**config.mk**
```make
export PLATFORM = sky130hd
export DESIGN_NAME = shadowRouter
export DESIGN_NICKNAME = d
export VERILOG_FILES = /design/src/rtl/shadowPkg.sv /design/src/rtl/shadowCfgCtl.sv /design/src/rtl/shadowDatapath.sv /design/src/rtl/shadowRouter.sv
export SDC_FILE = /design/constraint.sdc
export NUM_CORES = 1
export LEC_CHECK = 0
export BUFFER_PORTS_ARGS = -buffer_cell sky130_fd_sc_hd__buf_4
export CAP_MARGIN = 40
export CORE_UTILIZATION = 40
export DETAILED_ROUTE_END_ITERATION = 10
export GPL_ROUTABILITY_DRIVEN = 0
export PLACE_DENSITY = 0.78
export SLEW_MARGIN = 20
export SYNTH_ARGS = -nofsm -noshare
export SYNTH_HDL_FRONTEND = slang
export SYNTH_SLANG_ARGS = --single-unit
```
**constraint.sdc**
```tcl
create_clock -name clk -period 3.44 [get_ports clk]
set_clock_uncertainty 0.05 [all_clocks]
set_input_delay 1.032 -clock clk [delete_from_list [all_inputs] [get_ports clk]]
set_output_delay 1.032 -clock clk [all_outputs]
set_load 0.005 [all_outputs]
```
**src/rtl/shadowPkg.sv**
```systemverilog
package shadowPkg;
  localparam int unsigned NUM_SEG     = 3;
  localparam int unsigned BLK_PER_SEG = 4;
  localparam int unsigned NUM_BLK     = NUM_SEG * BLK_PER_SEG;
  localparam int unsigned BLK_AW      = 14;

  localparam logic [7:0] IDX_SEGCTL = 8'h22;
  localparam logic [7:0] IDX_SHDE   = 8'h23;
  localparam logic [7:0] IDX_SHC    = 8'h26;

  typedef enum logic [1:0] {
    RD_NONE   = 2'd0,
    RD_SEGCTL = 2'd1,
    RD_SHDE   = 2'd2,
    RD_SHC    = 2'd3
  } rdSel_e;

  typedef struct packed {
    logic       wrSegCtl;
    logic       wrShadowDe;
    logic       wrShadowC;
    rdSel_e     rdSel;
    logic [7:0] data;
  } cfgStrobe_t;
endpackage

```
**src/rtl/shadowCfgCtl.sv**
```systemverilog
module shadowCfgCtl
  import shadowPkg::*;
#(
  parameter int unsigned IO_AW = 16,
  parameter logic [IO_AW-1:0] INDEX_PORT = 16'h0022,
  parameter logic [IO_AW-1:0] DATA_PORT  = 16'h0024
) (
  input  logic             clk,
  input  logic             rstN,
  input  logic             ioWrEn,
  input  logic             ioRdEn,
  input  logic [IO_AW-1:0] ioAddr,
  input  logic [7:0]       ioWrData,
  output cfgStrobe_t       strobe
);
  logic [7:0] idxReg;
  logic       idxHit;
  logic       dataHit;

  assign idxHit  = ioWrEn && (ioAddr == INDEX_PORT);
  assign dataHit = (ioAddr == DATA_PORT);

  always_ff @(posedge clk or negedge rstN) begin
    if (!rstN)       idxReg <= '0;
    else if (idxHit) idxReg <= ioWrData;
  end

  always_comb begin
    strobe            = '0;
    strobe.data       = ioWrData;
    strobe.rdSel      = RD_NONE;
    strobe.wrSegCtl   = ioWrEn && dataHit && (idxReg == IDX_SEGCTL);
    strobe.wrShadowDe = ioWrEn && dataHit && (idxReg == IDX_SHDE);
    strobe.wrShadowC  = ioWrEn && dataHit && (idxReg == IDX_SHC);
    if (ioRdEn && dataHit) begin
      unique case (idxReg)
        IDX_SEGCTL: strobe.rdSel = RD_SEGCTL;
        IDX_SHDE:   strobe.rdSel = RD_SHDE;
        IDX_SHC:    strobe.rdSel = RD_SHC;
        default:    strobe.rdSel = RD_NONE;
      endcase
    end
  end

  // the index only moves on a write to the index port
  a_r2_index_hold: assert property (@(posedge clk) disable iff (!rstN)
    !(ioWrEn && ioAddr == INDEX_PORT) |=> $stable(idxReg));

  // at most one register write strobe per cycle
  a_r8_one_strobe: assert property (@(posedge clk) disable iff (!rstN)
    $onehot0({strobe.wrSegCtl, strobe.wrShadowDe, strobe.wrShadowC}));
endmodule

```
**src/rtl/shadowDatapath.sv**
```systemverilog
module shadowDatapath
  import shadowPkg::*;
(
  input  logic       clk,
  input  logic       rstN,
  input  cfgStrobe_t strobe,
  output logic [7:0] ioRdData,
  input  logic       memValid,
  input  logic [19:0] memAddr,
  input  logic       memWrite,
  output logic       dramSel,
  output logic       busSel,
  output logic       wrInhibit
);
  localparam int unsigned SEG_W = $clog2(NUM_SEG + 1);
  localparam int unsigned BLK_W = $clog2(NUM_BLK);

  logic [3:0] segCtl;
  logic [7:0] shDe;
  logic [5:0] shC;

  always_ff @(posedge clk or negedge rstN) begin
    if (!rstN) begin
      segCtl <= '0;
      shDe   <= '0;
      shC    <= '0;
    end else begin
      if (strobe.wrSegCtl)   segCtl <= strobe.data[3:0];
      if (strobe.wrShadowDe) shDe   <= strobe.data;
      if (strobe.wrShadowC)  shC    <= strobe.data[5:0];
    end
  end

  always_comb begin
    unique case (strobe.rdSel)
      RD_SEGCTL: ioRdData = {4'b0, segCtl};
      RD_SHDE:   ioRdData = shDe;
      RD_SHC:    ioRdData = {2'b0, shC};
      default:   ioRdData = 8'h00;
    endcase
  end

  // Per-segment controls, index 0 = C, 1 = D, 2 = E
  logic [NUM_BLK-1:0] shadowVec;
  logic [NUM_SEG-1:0] segRo;
  logic [NUM_SEG-1:0] segMem;

  assign shadowVec = {shDe, shC[BLK_PER_SEG-1:0]};

  generate
    for (genvar s = 0; s < NUM_SEG; s++) begin : g_seg
      if (s == 0) begin : g_cseg
        assign segRo[s]  = shC[4];
        assign segMem[s] = ~shC[5];
      end else begin : g_deseg
        assign segRo[s]  = segCtl[s-1];
        assign segMem[s] = segCtl[s+1];
      end
    end
  endgenerate

  logic [SEG_W-1:0] segIdx;
  logic [BLK_W-1:0] blkIdx;
  logic             inWin;
  logic             toDram;
  logic             blocked;

  assign segIdx  = SEG_W'(memAddr[17:16]);
  assign blkIdx  = {memAddr[17:16], memAddr[15:BLK_AW]};
  assign inWin   = memValid && (memAddr[19:18] == 2'b11) && (memAddr[17:16] != 2'b11);
  assign toDram  = inWin && shadowVec[blkIdx] && segMem[segIdx];
  assign blocked = toDram && memWrite && segRo[segIdx];

  assign dramSel   = toDram && !blocked;
  assign wrInhibit = blocked;
  assign busSel    = inWin && !toDram;

  // reset leaves every block unshadowed
  a_r1_reset_clear: assert property (@(posedge clk)
    !rstN |=> (shadowVec == '0 && segCtl == '0));

  // at most one routing outcome per access
  a_r4_exclusive: assert property (@(posedge clk) disable iff (!rstN)
    $onehot0({dramSel, busSel, wrInhibit}));

  // inhibit only on a write cycle
  a_r6_inhibit_write: assert property (@(posedge clk) disable iff (!rstN)
    wrInhibit |-> (memWrite && memValid));

  // outside the window nothing is asserted
  a_r7_outside_quiet: assert property (@(posedge clk) disable iff (!rstN)
    (memAddr[19:18] != 2'b11 || memAddr[17:16] == 2'b11) |-> !(dramSel || busSel || wrInhibit));

  // idle cycles are quiet
  a_r9_idle_quiet: assert property (@(posedge clk) disable iff (!rstN)
    !memValid |-> !(dramSel || busSel || wrInhibit));

  // registers only change on their own strobe
  a_r8_regs_hold: assert property (@(posedge clk) disable iff (!rstN)
    !(strobe.wrSegCtl || strobe.wrShadowDe || strobe.wrShadowC) |=> $stable({segCtl, shDe, shC}));
endmodule

```
**src/rtl/shadowRouter.sv**
```systemverilog
module shadowRouter
  import shadowPkg::*;
#(
  parameter int unsigned IO_AW = 16,
  parameter logic [IO_AW-1:0] INDEX_PORT = 16'h0022,
  parameter logic [IO_AW-1:0] DATA_PORT  = 16'h0024
) (
  input  logic             clk,
  input  logic             rstN,
  input  logic             ioWrEn,
  input  logic             ioRdEn,
  input  logic [IO_AW-1:0] ioAddr,
  input  logic [7:0]       ioWrData,
  output logic [7:0]       ioRdData,
  input  logic             memValid,
  input  logic [19:0]      memAddr,
  input  logic             memWrite,
  output logic             dramSel,
  output logic             busSel,
  output logic             wrInhibit
);
  cfgStrobe_t strobe;

  shadowCfgCtl #(
    .IO_AW(IO_AW), .INDEX_PORT(INDEX_PORT), .DATA_PORT(DATA_PORT)
  ) u_ctl (
    .clk(clk), .rstN(rstN), .ioWrEn(ioWrEn), .ioRdEn(ioRdEn),
    .ioAddr(ioAddr), .ioWrData(ioWrData), .strobe(strobe)
  );

  shadowDatapath u_dp (
    .clk(clk), .rstN(rstN), .strobe(strobe), .ioRdData(ioRdData),
    .memValid(memValid), .memAddr(memAddr), .memWrite(memWrite),
    .dramSel(dramSel), .busSel(busSel), .wrInhibit(wrInhibit)
  );
endmodule

```
* Word level (Yosys, flattened, before mapping) *
Cells that the tools add are included.
Widths: inputs -> output; s select.

word-level totals
  bits of input ports = 50
  logic and storage cells = 42
  output and inout port bits = 11
  flip-flop bits (word level) = 26

operators by class
  equality and inequality tests = 10
  $lt $le $gt $ge = 2
  bitwise operators = 1
  reduce and logical (&&, ||, !) cells = 16
  mux-type cells = 9

operators by type and width
  operator             count
  $eq 16x6->1 const B  2
  $eq 8x6->1 const B   3
  $pmux 8 s3           1
  $logic_and 1x1->1    14
  $eq 2x2->1 const B   3
  $pmux 2 s3           1
  $lt 4x5->1 const B   1
  $bmux 1 s2           2
  $bmux 1 s4           1
  $lt 2x3->1 const B   1
  $mux 1               3
  $eq 2x1->1 const B   1
  $logic_not 1->1      2
  $mux 2               1
  $ne 2x2->1 const B   1
  $not 1->1            1

* Logic depth before layout (Yosys ltp) *
Gate-level depths: netlist of run 1.

  depth after elaboration = 9
  depth in mapped cells = 6
  gate-level depth less buffers = 4

* By module *
A second synthesis of run 1 with hierarchy kept.

second synthesis, totals
  cell total of the unflattened synthesis = 119
  area total of the unflattened synthesis = 1473.9 sq um

by module, submodules not included
  module          times used  cells an instance  area an instance (sq um)
  shadowDatapath  1           76                 977.2
  shadowCfgCtl    1           43                 496.7

* Worst setup path before layout of run 1 *
Ideal clock, no wire load.

  path type = input to output
  start = in ioAddr[13]
  end = out ioRdData[6]
  arrival time = 2.378 ns
  slack = -0.020 ns
  data required time = 2.358 ns
  path buffers = 1
  stages on the path = 5
  cells stage by stage = or4_1 clkbuf_1 nor2_1 nand4_1 nor4_1

between the ends
  longest elaborated chain between the ends = 5

ends and longest elaborated chain
  item                                             line                  text
  start, declared                                  shadowRouter.sv:12    input logic [IO_AW-1:0] ioAddr,
  $eq 16x6->1 *                                    shadowCfgCtl.sv:21    assign dataHit = (ioAddr == DATA_PORT);
  $logic_and 1x1->1 *                              shadowCfgCtl.sv:35    if (ioRdEn && dataHit) begin
  $mux 2 *                                         shadowCfgCtl.sv:35
  $eq 2x2->1 / $eq 2x1->1 (equally long branches)  shadowDatapath.sv:35  unique case (strobe.rdSel)
  $pmux 8 s3 *                                     shadowDatapath.sv:35
  end, declared                                    shadowRouter.sv:14    output logic [7:0] ioRdData,

Every way passes the cells marked *; elsewhere a longest branch is shown, timed or not.

* Worst setup path in the final report of run 1 *
  start = in ioAddr[14]
  end = out ioRdData[5]

The elaborated chain is that of the path after synthesis.

==> results of run 1 <==
==> final timing paths <==
path,start,to,slack [ns],depth (start not counted)
setup / recovery,ioAddr[14],ioRdData[5],-0.02,7
hold / removal,u_ctl.idxReg[1],u_ctl.idxReg[1],0.48,1
setup reg to reg,u_ctl.idxReg[6],u_dp.shDe[6],1.30,4
hold reg to reg,u_ctl.idxReg[1],u_ctl.idxReg[1],0.48,1
max in group asynchronous,rstN,u_dp.segCtl[1],2.49,1
min in group asynchronous,rstN,u_dp.segCtl[2],0.60,1
==> per-stage QoR <==
step	instance area [sq um]	setup slack [ns]	util
global placement	1900	0.0103	0.552
CTS	1970	0.00510	0.573
detailed placement	1900	-0.00515	0.552
global route	2080	-0.105	0.605
finish	2080	-0.0239	0.605
floorplan	1480	-0.0203	-
==> critical path, stage by stage <==
cell and delay [ns]:
buf_6 0.09, or4_4 0.53, nor2_2 0.12, nand4_1 0.20, buf_6 0.23, nor2_4 0.08
buf_6 0.10
==> sequential cells by signal, indices dropped and copies added, names as in the netlist <==
register / flops
u_dp.segCtl: 4
u_dp.shDe: 8
u_dp.shC: 6
u_ctl.idxReg: 8
==> cells in the mapped netlist <==
cell type and instances:
dfrtp_1 26, mux2_2 26, nor2_1 14, mux2i_1 9, a21oi_1 5, clkbuf_1 5, nand2_1 5, inv_1 4
nor4_1 4, nor4b_1 4, nor4bb_1 3, a22oi_1 2, nand3b_1 2, nand4_1 2, nor3b_1 2, nor4_4 2
o21ai_0 2, or4b_4 2, a2111oi_0 1, and3_1 1, mux4_2 1, nand3_1 1, nor2b_1 1, nor3_4 1
o21a_1 1, o22ai_1 1, or4_1 1
==> power by group through the flow <==
stage | Clock, mW | Combinational, mW | Sequential, mW
6_report | 0.254 | 0.0603 | 0.305
2_1_floorplan | 0 | 0.0104 | 0.312
5_1_grt | 0.271 | 0.0657 | 0.306
4_1_cts | 0.257 | 0.0573 | 0.305
3_3_place_gp | 0 | 0.0553 | 0.311
3_5_place_dp | 0 | 0.0573 | 0.311
==> repair_timing <==
action / CTS / global route
pin swaps: 1 / 10
resized for setup: 0 / 25
setup endpoints to repair: 3 / 9
cloned: 0 / 0
setup buffers: 0 / 1
==> metal layers <==
metal / vias up / global-route usage
li1: 580 / -
met1: 634 / 0.243
met2: 58 / 0.338
met3: 14 / 0.0365
met4: 0 / 0.0930
met5: - / 0
==> cell families (layout without fill, tap and decap cells) <==
kind of cell / count (synthesis) / in the layout / share of synthesized area
flip-flops: 26 / 26 / 0.440
multiplexers: 36 / 36 / 0.274
AND/OR/NAND/NOR: 45 / 45 / 0.213
AO/OA/AOI/OAI: 12 / 12 / 0.0491
buffers and inverters: 9 / 60 / 0.0229
==> area by class of cell <==
cell class | count | area (sq um)
clock buffers | 3 | 41.3
multi-input cells | 93 | 866
flip-flops and latches | 26 | 651
fillers | 274 | 1360
inverters | 4 | 15.0
well taps | 46 | 57.6
repair buffers | 52 | 420
clock inverters | 1 | 30.0
==> results_dict.tcl, run 1 <==
set metrics [dict create \
    path_class "in -> out" \
    yosys_warnings 0 \
    p_comb_frac 0.097 \
    syn_to_final_growth_pct 40.8 \
    intPower_uw 496 \
    synthesis.nets 178 \
    slew_viol_final 0 \
    grt_pass1_wl_mm 6.02 \
    finalSetupViolCount 7 \
    synth_top_area_cell "dfrtp_1" \
    coreArea_sq_mm 0.00344 \
    synth.avg_cell_area_sq_um 11.5 \
    tightest_slew_ns 0.526 \
    htreeDepth 1 \
    final_cell_mix "buf_4, mux2_2, dfrtp_1" \
    wl_met3_microns 187 \
    route.detailed.drc 0 \
    fp.dieArea_sq_mm 0.00394 \
    drt-met1-wl_mm 1.53 \
    grt_util_all_layers 0.199 \
    netlist.area_leader.share 0.440 \
    slew-limit-headroom 0.649 \
    cts_buffers 3 \
    maxCapViolations 0 \
    sw_frac_of_total 0.200 \
    violations "negative setup slack" \
    drtIter0Drc 73 \
    nets 230 \
    clockBufferDepth 2 \
    ios 61 \
    initial_core_util 0.429 \
    hold_viol 0 \
    fin_cells 225 \
    grt-ovfl-total 0 \
    die_h_microns 62.8 \
    hold_slack_ns 0.483 \
    placementRows 21 \
    antenna-diode-count 0 \
    seq_power_share 0.493 \
    clock_power_share 0.410 \
    cts_tree "yes" \
    arrival_ns 2.38 \
    cts_sinks 26 \
    antenna_left 0 \
    netlist_instances 128 \
    dr_total_vias 1286 \
    cp_data_required_time_ns 2.36 \
    cp-start-kind "input port" \
    dp_hpwl_mm 2.91 \
    hold_buffers 0 \
    clk_latency_ns 0.27 \
    totalPowerFinal_uw 620 \
    drive_above_1_share 0.564 \
    clk_pin_slew_ns 0.09 \
    dp_cells 220 \
    p_switching_uw 124 \
    antenna_found_initial 0 \
    critPathMaxFanout 6 \
    status "finished, violations left" \
    fmax_mhz 289 \
    power_per_cell_area_mw_per_mm2 298 \
    route.met2.wl_mm 2.11 \
    die_x_microns 62.8 \
    fin_setup_tns_ns -0.137 \
    netlist_area_sq_mm 0.00148 \
    finalCritPeriodShare 1.01 \
    ir_drop_v 0.000158 \
    ys_seq_elements 26 \
    finalWorstSetupSlack_ns -0.0239 \
    grt_pass1_vias 1280 \
    dr.pass1.iters 4 \
    hold_path.class "reg -> reg" \
    critical_path.endpoint_type "output pin" \
    yosysUniqueCellTypes 27 \
    ys_seq_area_frac 0.440 \
    clock-root-buffer "clkbuf_8" \
    layout_min_cycle_time_ns 3.46 \
    wl_mm 3.95 \
    p_leak_nw 0.967 \
    via_per_inst 5.72 \
    wl_per_cell_microns 17.6 \
    synthTopCellsByArea "dfrtp_1, mux2_2, mux2i_1" \
    rsz0062_at_grt "true" \
    grt_max_degree 27 \
    final_common_cell "buf_4" \
    portBuffers 46 \
    top_layer "met4" \
]
Note: power is estimated with default switching activity, not from simulation.
==> run 2, diff against run 1 <==
RECOVER_POWER = 100   (was not set)
==> results_dict.tcl, run 2 (synthesized netlist as in run 1, its figures left out) <==
set metrics [dict create \
    die_h_microns 62.8 \
    top_layer "met4" \
    clock-root-buffer "clkbuf_8" \
    drtIter0Drc 97 \
    reg2reg_from "u_ctl.idxReg[6]" \
    slew-limit-headroom 0.0862 \
    drt-met1-wl_mm 1.51 \
    cp-start-kind "input port" \
    path_class "in -> out" \
    cp_data_required_time_ns 2.36 \
    ios 61 \
    wl_mm 3.94 \
    syn_to_final_growth_pct 40.3 \
    slew_viol_final 0 \
    clockBufferDepth 2 \
    grt_pass1_wl_mm 6.02 \
    drive_above_1_share 0.553 \
    crit_path_end "ioRdData[5]" \
    nets 230 \
    dr.pass1.iters 5 \
    portBuffers 46 \
    ir_drop_v 0.000156 \
    coreArea_sq_mm 0.00344 \
    grt-ovfl-total 0 \
    fp.dieArea_sq_mm 0.00394 \
    hold_slack_ns 0.483 \
    cts_tree "yes" \
    cts_buffers 3 \
    initial_core_util 0.429 \
    violations "negative setup slack" \
    route.met2.wl_mm 2.10 \
    grt_util_all_layers 0.199 \
    arrival_ns 2.39 \
    dp_hpwl_mm 2.91 \
    route.detailed.drc 0 \
    maxCapViolations 0 \
    wl_per_cell_microns 17.5 \
    finalSetupViolCount 8 \
    fillers 276 \
    placementRows 21 \
    reg2regPathDepth 4 \
    critPathMaxFanout 6 \
    cts_sinks 26 \
    antenna-diode-count 0 \
    stdcell_area_sq_mm 0.00207 \
    dr_total_vias 1274 \
    fin_setup_tns_ns -0.204 \
    hold_path.class "reg -> reg" \
    die_x_microns 62.8 \
    finalWorstSetupSlack_ns -0.0333 \
    final_cell_mix "buf_4, mux2_2, dfrtp_1" \
    dpl_cell_area_sq_mm 0.00190 \
    wl_met3_microns 232 \
    fmax_mhz 288 \
    tightest_slew_ns 1.37 \
    critical_path.endpoint_type "output pin" \
    regToRegSetupSlack_ns 1.28 \
    finalCritPeriodShare 1.01 \
    clk_latency_ns 0.27 \
    hold_buffers 0 \
    hold_viol 0 \
    grt_max_degree 27 \
    p_leak_nw 0.960 \
    dp_slack_ns -0.00515 \
    r2r-end "u_dp.shDe[6]" \
    status "finished, violations left" \
    startpoint "ioAddr[14]" \
    via_per_inst 5.66 \
    power_per_cell_area_mw_per_mm2 299 \
    clk_pin_slew_ns 0.09 \
    htreeDepth 1 \
    final_common_cell "buf_4" \
    grt_pass1_vias 1280 \
    layout_min_cycle_time_ns 3.47 \
    reg_top3 "u_ctl.idxReg (8), u_dp.shDe (8), u_dp.shC (6)" \
    rsz0062_at_grt "true" \
    antenna_found_initial 0 \
    final_util 0.602 \
    antenna_left 0 \
]
run 2: worst min-delay path by stage:
stage	startpoint	to	slack, ns	cells past startpoint
CTS	u_ctl.idxReg[5]	u_ctl.idxReg[5]	0.49	1
global placement	u_ctl.idxReg[1]	u_ctl.idxReg[1]	0.46	1
finish	u_ctl.idxReg[1]	u_ctl.idxReg[1]	0.48	1
global route	u_ctl.idxReg[5]	u_ctl.idxReg[5]	0.52	1
detailed placement	u_ctl.idxReg[5]	u_ctl.idxReg[5]	0.46	1
floorplan	u_ctl.idxReg[1]	u_ctl.idxReg[1]	0.44	1
run 2: power breakdown:
group          switching (mW)  internal, mW
combinational          0.0254        0.0340
clock                  0.0987         0.156
sequential          0.0000462         0.305
total                   0.124         0.495
run 2: worst max-delay path, stage by stage:
cell and delay [ns]:
buf_6 0.09, or4_4 0.53, nor2_2 0.12, nand4_1 0.20, buf_6 0.23, nor2_4 0.08, buf_6 0.10
run 2: area by class of cell:
type                    instances  area (sq um)  share of cell area
multi-input cells              93           866               0.418
flip-flops and latches         26           651               0.314
repair buffers                 52           413               0.199
well taps                      46          57.6              0.0278
clock buffers                   3          41.3              0.0199
clock inverters                 1          30.0              0.0145
inverters                       4          15.0             0.00724
run 2: routing by layer:
layer	up-vias	track usage
li1	581	-
met1	624	0.243
met2	59	0.338
met3	10	0.0365
met4	0	0.0930
met5	-	0
run 2: timing repair:
action,in CTS,in global routing
setup endpoints to repair,3,9
pin swaps,1,10
buffers inserted,0,1
resized for setup,0,25
run 2: per-stage QoR:
| stage | std cells | total power [mW] |
|---|---|---|
| floorplan | 128 | 0.322 |
| global placement | 220 | 0.367 |
| detailed placement | 220 | 0.369 |
| CTS | 224 | 0.619 |
| global route | 225 | 0.641 |
| finish | 225 | 0.619 |
==> run 3, diff against run 2 <==
--- a/config.mk
+++ b/config.mk
@@ -13,4 +13,5 @@
 export PLACE_DENSITY = 0.78
 export RECOVER_POWER = 100
+export SKIP_LAST_GASP = 1
 export SLEW_MARGIN = 20
 export SYNTH_ARGS = -nofsm -noshare
==> constraint.sdc (replaced) <==
create_clock -name clk -period 3.44 [get_ports clk]
set_clock_uncertainty 0.05 [all_clocks]
set_input_delay 0.172 -clock clk [delete_from_list [all_inputs] [get_ports clk]]
set_output_delay 0.172 -clock clk [all_outputs]
set_load 0.005 [all_outputs]
==> results_dict.tcl, run 3 (synthesized netlist as in run 1, its figures left out) <==
set metrics [dict create \
    tightest_slew_ns 1.35 \
    ir_drop_v 0.000103 \
    regToRegSetupSlack_ns 0.71 \
    grt_util_all_layers 0.193 \
    grt_max_degree 27 \
    route.detailed.drc 0 \
    clockBufferDepth 2 \
    power_per_cell_area_mw_per_mm2 283 \
    critPathSlowestCell "nor4_1" \
    dpl_cell_area_sq_mm 0.00186 \
    layout_min_cycle_time_ns 2.85 \
    drive_above_1_share 0.416 \
    fp.dieArea_sq_mm 0.00394 \
    clock-root-buffer "clkbuf_8" \
    status "completed" \
    coreArea_sq_mm 0.00344 \
    sw_frac_of_total 0.210 \
    initial_core_util 0.429 \
    arrival_ns 2.96 \
    antenna_found_initial 0 \
    antenna_left 0 \
    reg_top3 "u_ctl.idxReg (8), u_dp.shDe (8), u_dp.shC (6)" \
    r2r-end "u_dp.shC[1]" \
    portBuffers 46 \
    htreeDepth 1 \
    wl_mm 3.53 \
    cts_buffers 3 \
    cts_tree "yes" \
    fmax_mhz 351 \
    rsz0062_at_grt "false" \
    min_from "ioWrData[6]" \
    dr_total_vias 1228 \
    cts_resized 0 \
    crit_chain "clkbuf_4 -> or4b_1 -> or4b_1 -> nor4_1 -> mux2_2" \
    placementRows 21 \
    nets 225 \
    via_per_inst 5.61 \
    stdcell_area_sq_mm 0.00186 \
    finalSetupViolCount 0 \
    finalCritPeriodShare 0.829 \
    slew_viol_final 0 \
    ios 61 \
    cts_setup_buffers 0 \
    maxCapViolations 0 \
    die_x_microns 62.8 \
    dp_hpwl_mm 2.87 \
    hold_path.class "in -> reg" \
    grt_pass1_wl_mm 5.87 \
    ff_latch_area_sq_um 651 \
    hold_viol 0 \
    critical_path.endpoint_type "register" \
    min_delay_worst_endpoint "u_ctl.idxReg[6]" \
    syn_to_final_growth_pct 25.7 \
    crit_top_cell "or4b_1" \
    antenna-diode-count 0 \
    clock_power_share 0.317 \
    fin_setup_tns_ns 0 \
    p_leak_nw 0.867 \
    grt-ovfl-total 0 \
    clk_pin_slew_ns 0.08 \
    final_common_cell "buf_4" \
    dr.pass1.iters 4 \
    hold_slack_ns 0.0965 \
    drtIter0Drc 90 \
    grt_pass1_vias 1224 \
    slew-limit-headroom 0.103 \
    whs_path_depth 2 \
    cp_data_required_time_ns 3.55 \
    die_h_microns 62.8 \
    p_switching_uw 111 \
    totalPowerFinal_uw 525 \
    final_cell_mix "buf_4, dfrtp_1, mux2_2" \
    cts_sinks 26 \
    seq_power_share 0.581 \
    slowest_delay_ns 1.11 \
    clk_latency_ns 0.27 \
    path_class "in -> reg" \
    reg2reg_from "u_ctl.idxReg[2]" \
    reg2regPathDepth 4 \
    intPower_uw 415 \
    cp-start-kind "input port" \
    fillers 311 \
    p_comb_frac 0.102 \
    wl_per_cell_microns 16.1 \
    critPathMaxFanout 6 \
    multi_input_comb_area_sq_um 744 \
]
-- run 3: changes by cell type in the layout (fill, tap and decap cells not counted), sizes merged --
cell and change:
clkbuf +7, dlygate4sd3 +1, bufinv -1, buf -13
-- run 3: how the worst max path moves through the flow --
stage	to	start	cells past startpoint	slack, ns
4_1_cts	ioRdData[6]	u_ctl.idxReg[3]	5	1.16
5_1_grt	u_dp.shC[1]	ioAddr[0]	5	0.50
6_report	u_dp.shC[1]	ioAddr[0]	5	0.59
3_3_place_gp	u_dp.shC[4]	ioAddr[0]	5	0.96
3_5_place_dp	u_dp.shC[1]	ioAddr[0]	5	0.93
2_1_floorplan	u_dp.shC[0]	ioAddr[0]	4	1.20
-- run 3: area by class of cell --
class,instances,share of cell area
sequential,26,0.350
multi-input combinational,93,0.401
inverter,4,0.00809
timing repair buffer,47,0.187
tap,46,0.0310
clock buffer,3,0.0222
-- run 3: per-layer routing --
layer	part of all wire	wire [microns]	track usage
met1	0.43	1520	0.233
met2	0.52	1840	0.342
met3	0.033	118	0.0310
met4	0.013	47	0.0698
met5	0	0	0
-- run 3: worst max-delay path: cells and delay by family --
family,cells,cell delay [ns]
AND/OR/NAND/NOR,3,2.25
multiplexers,1,0.43
buffers and inverters,1,0.11
-- run 3: timing repair --
item                                   4_1_cts  5_1_grt
hold buffers                                 1        0
setup endpoints to repair                    0        0
endpoints found under the hold margin       26        0
-- run 3: stage by stage --
stage | utilization | setup slack [ns] | cells
3_3_place_gp | 0.541 | 0.958 | 215
6_report | 0.539 | 0.588 | 219
2_1_floorplan | - | 1.20 | 128
5_1_grt | 0.539 | 0.500 | 219
4_1_cts | 0.556 | 1.16 | 219
3_5_place_dp | 0.541 | 0.933 | 215
-- run 3: power by group through the flow --
stage / Clock, mW / Combinational (mW) / Sequential (mW)
after floorplan: 0 / 0.0104 / 0.312
after CTS: 0.167 / 0.0561 / 0.305
after global placement: 0 / 0.0537 / 0.311
after detailed placement: 0 / 0.0552 / 0.311
after global routing: 0.185 / 0.0586 / 0.305
final: 0.166 / 0.0534 / 0.305
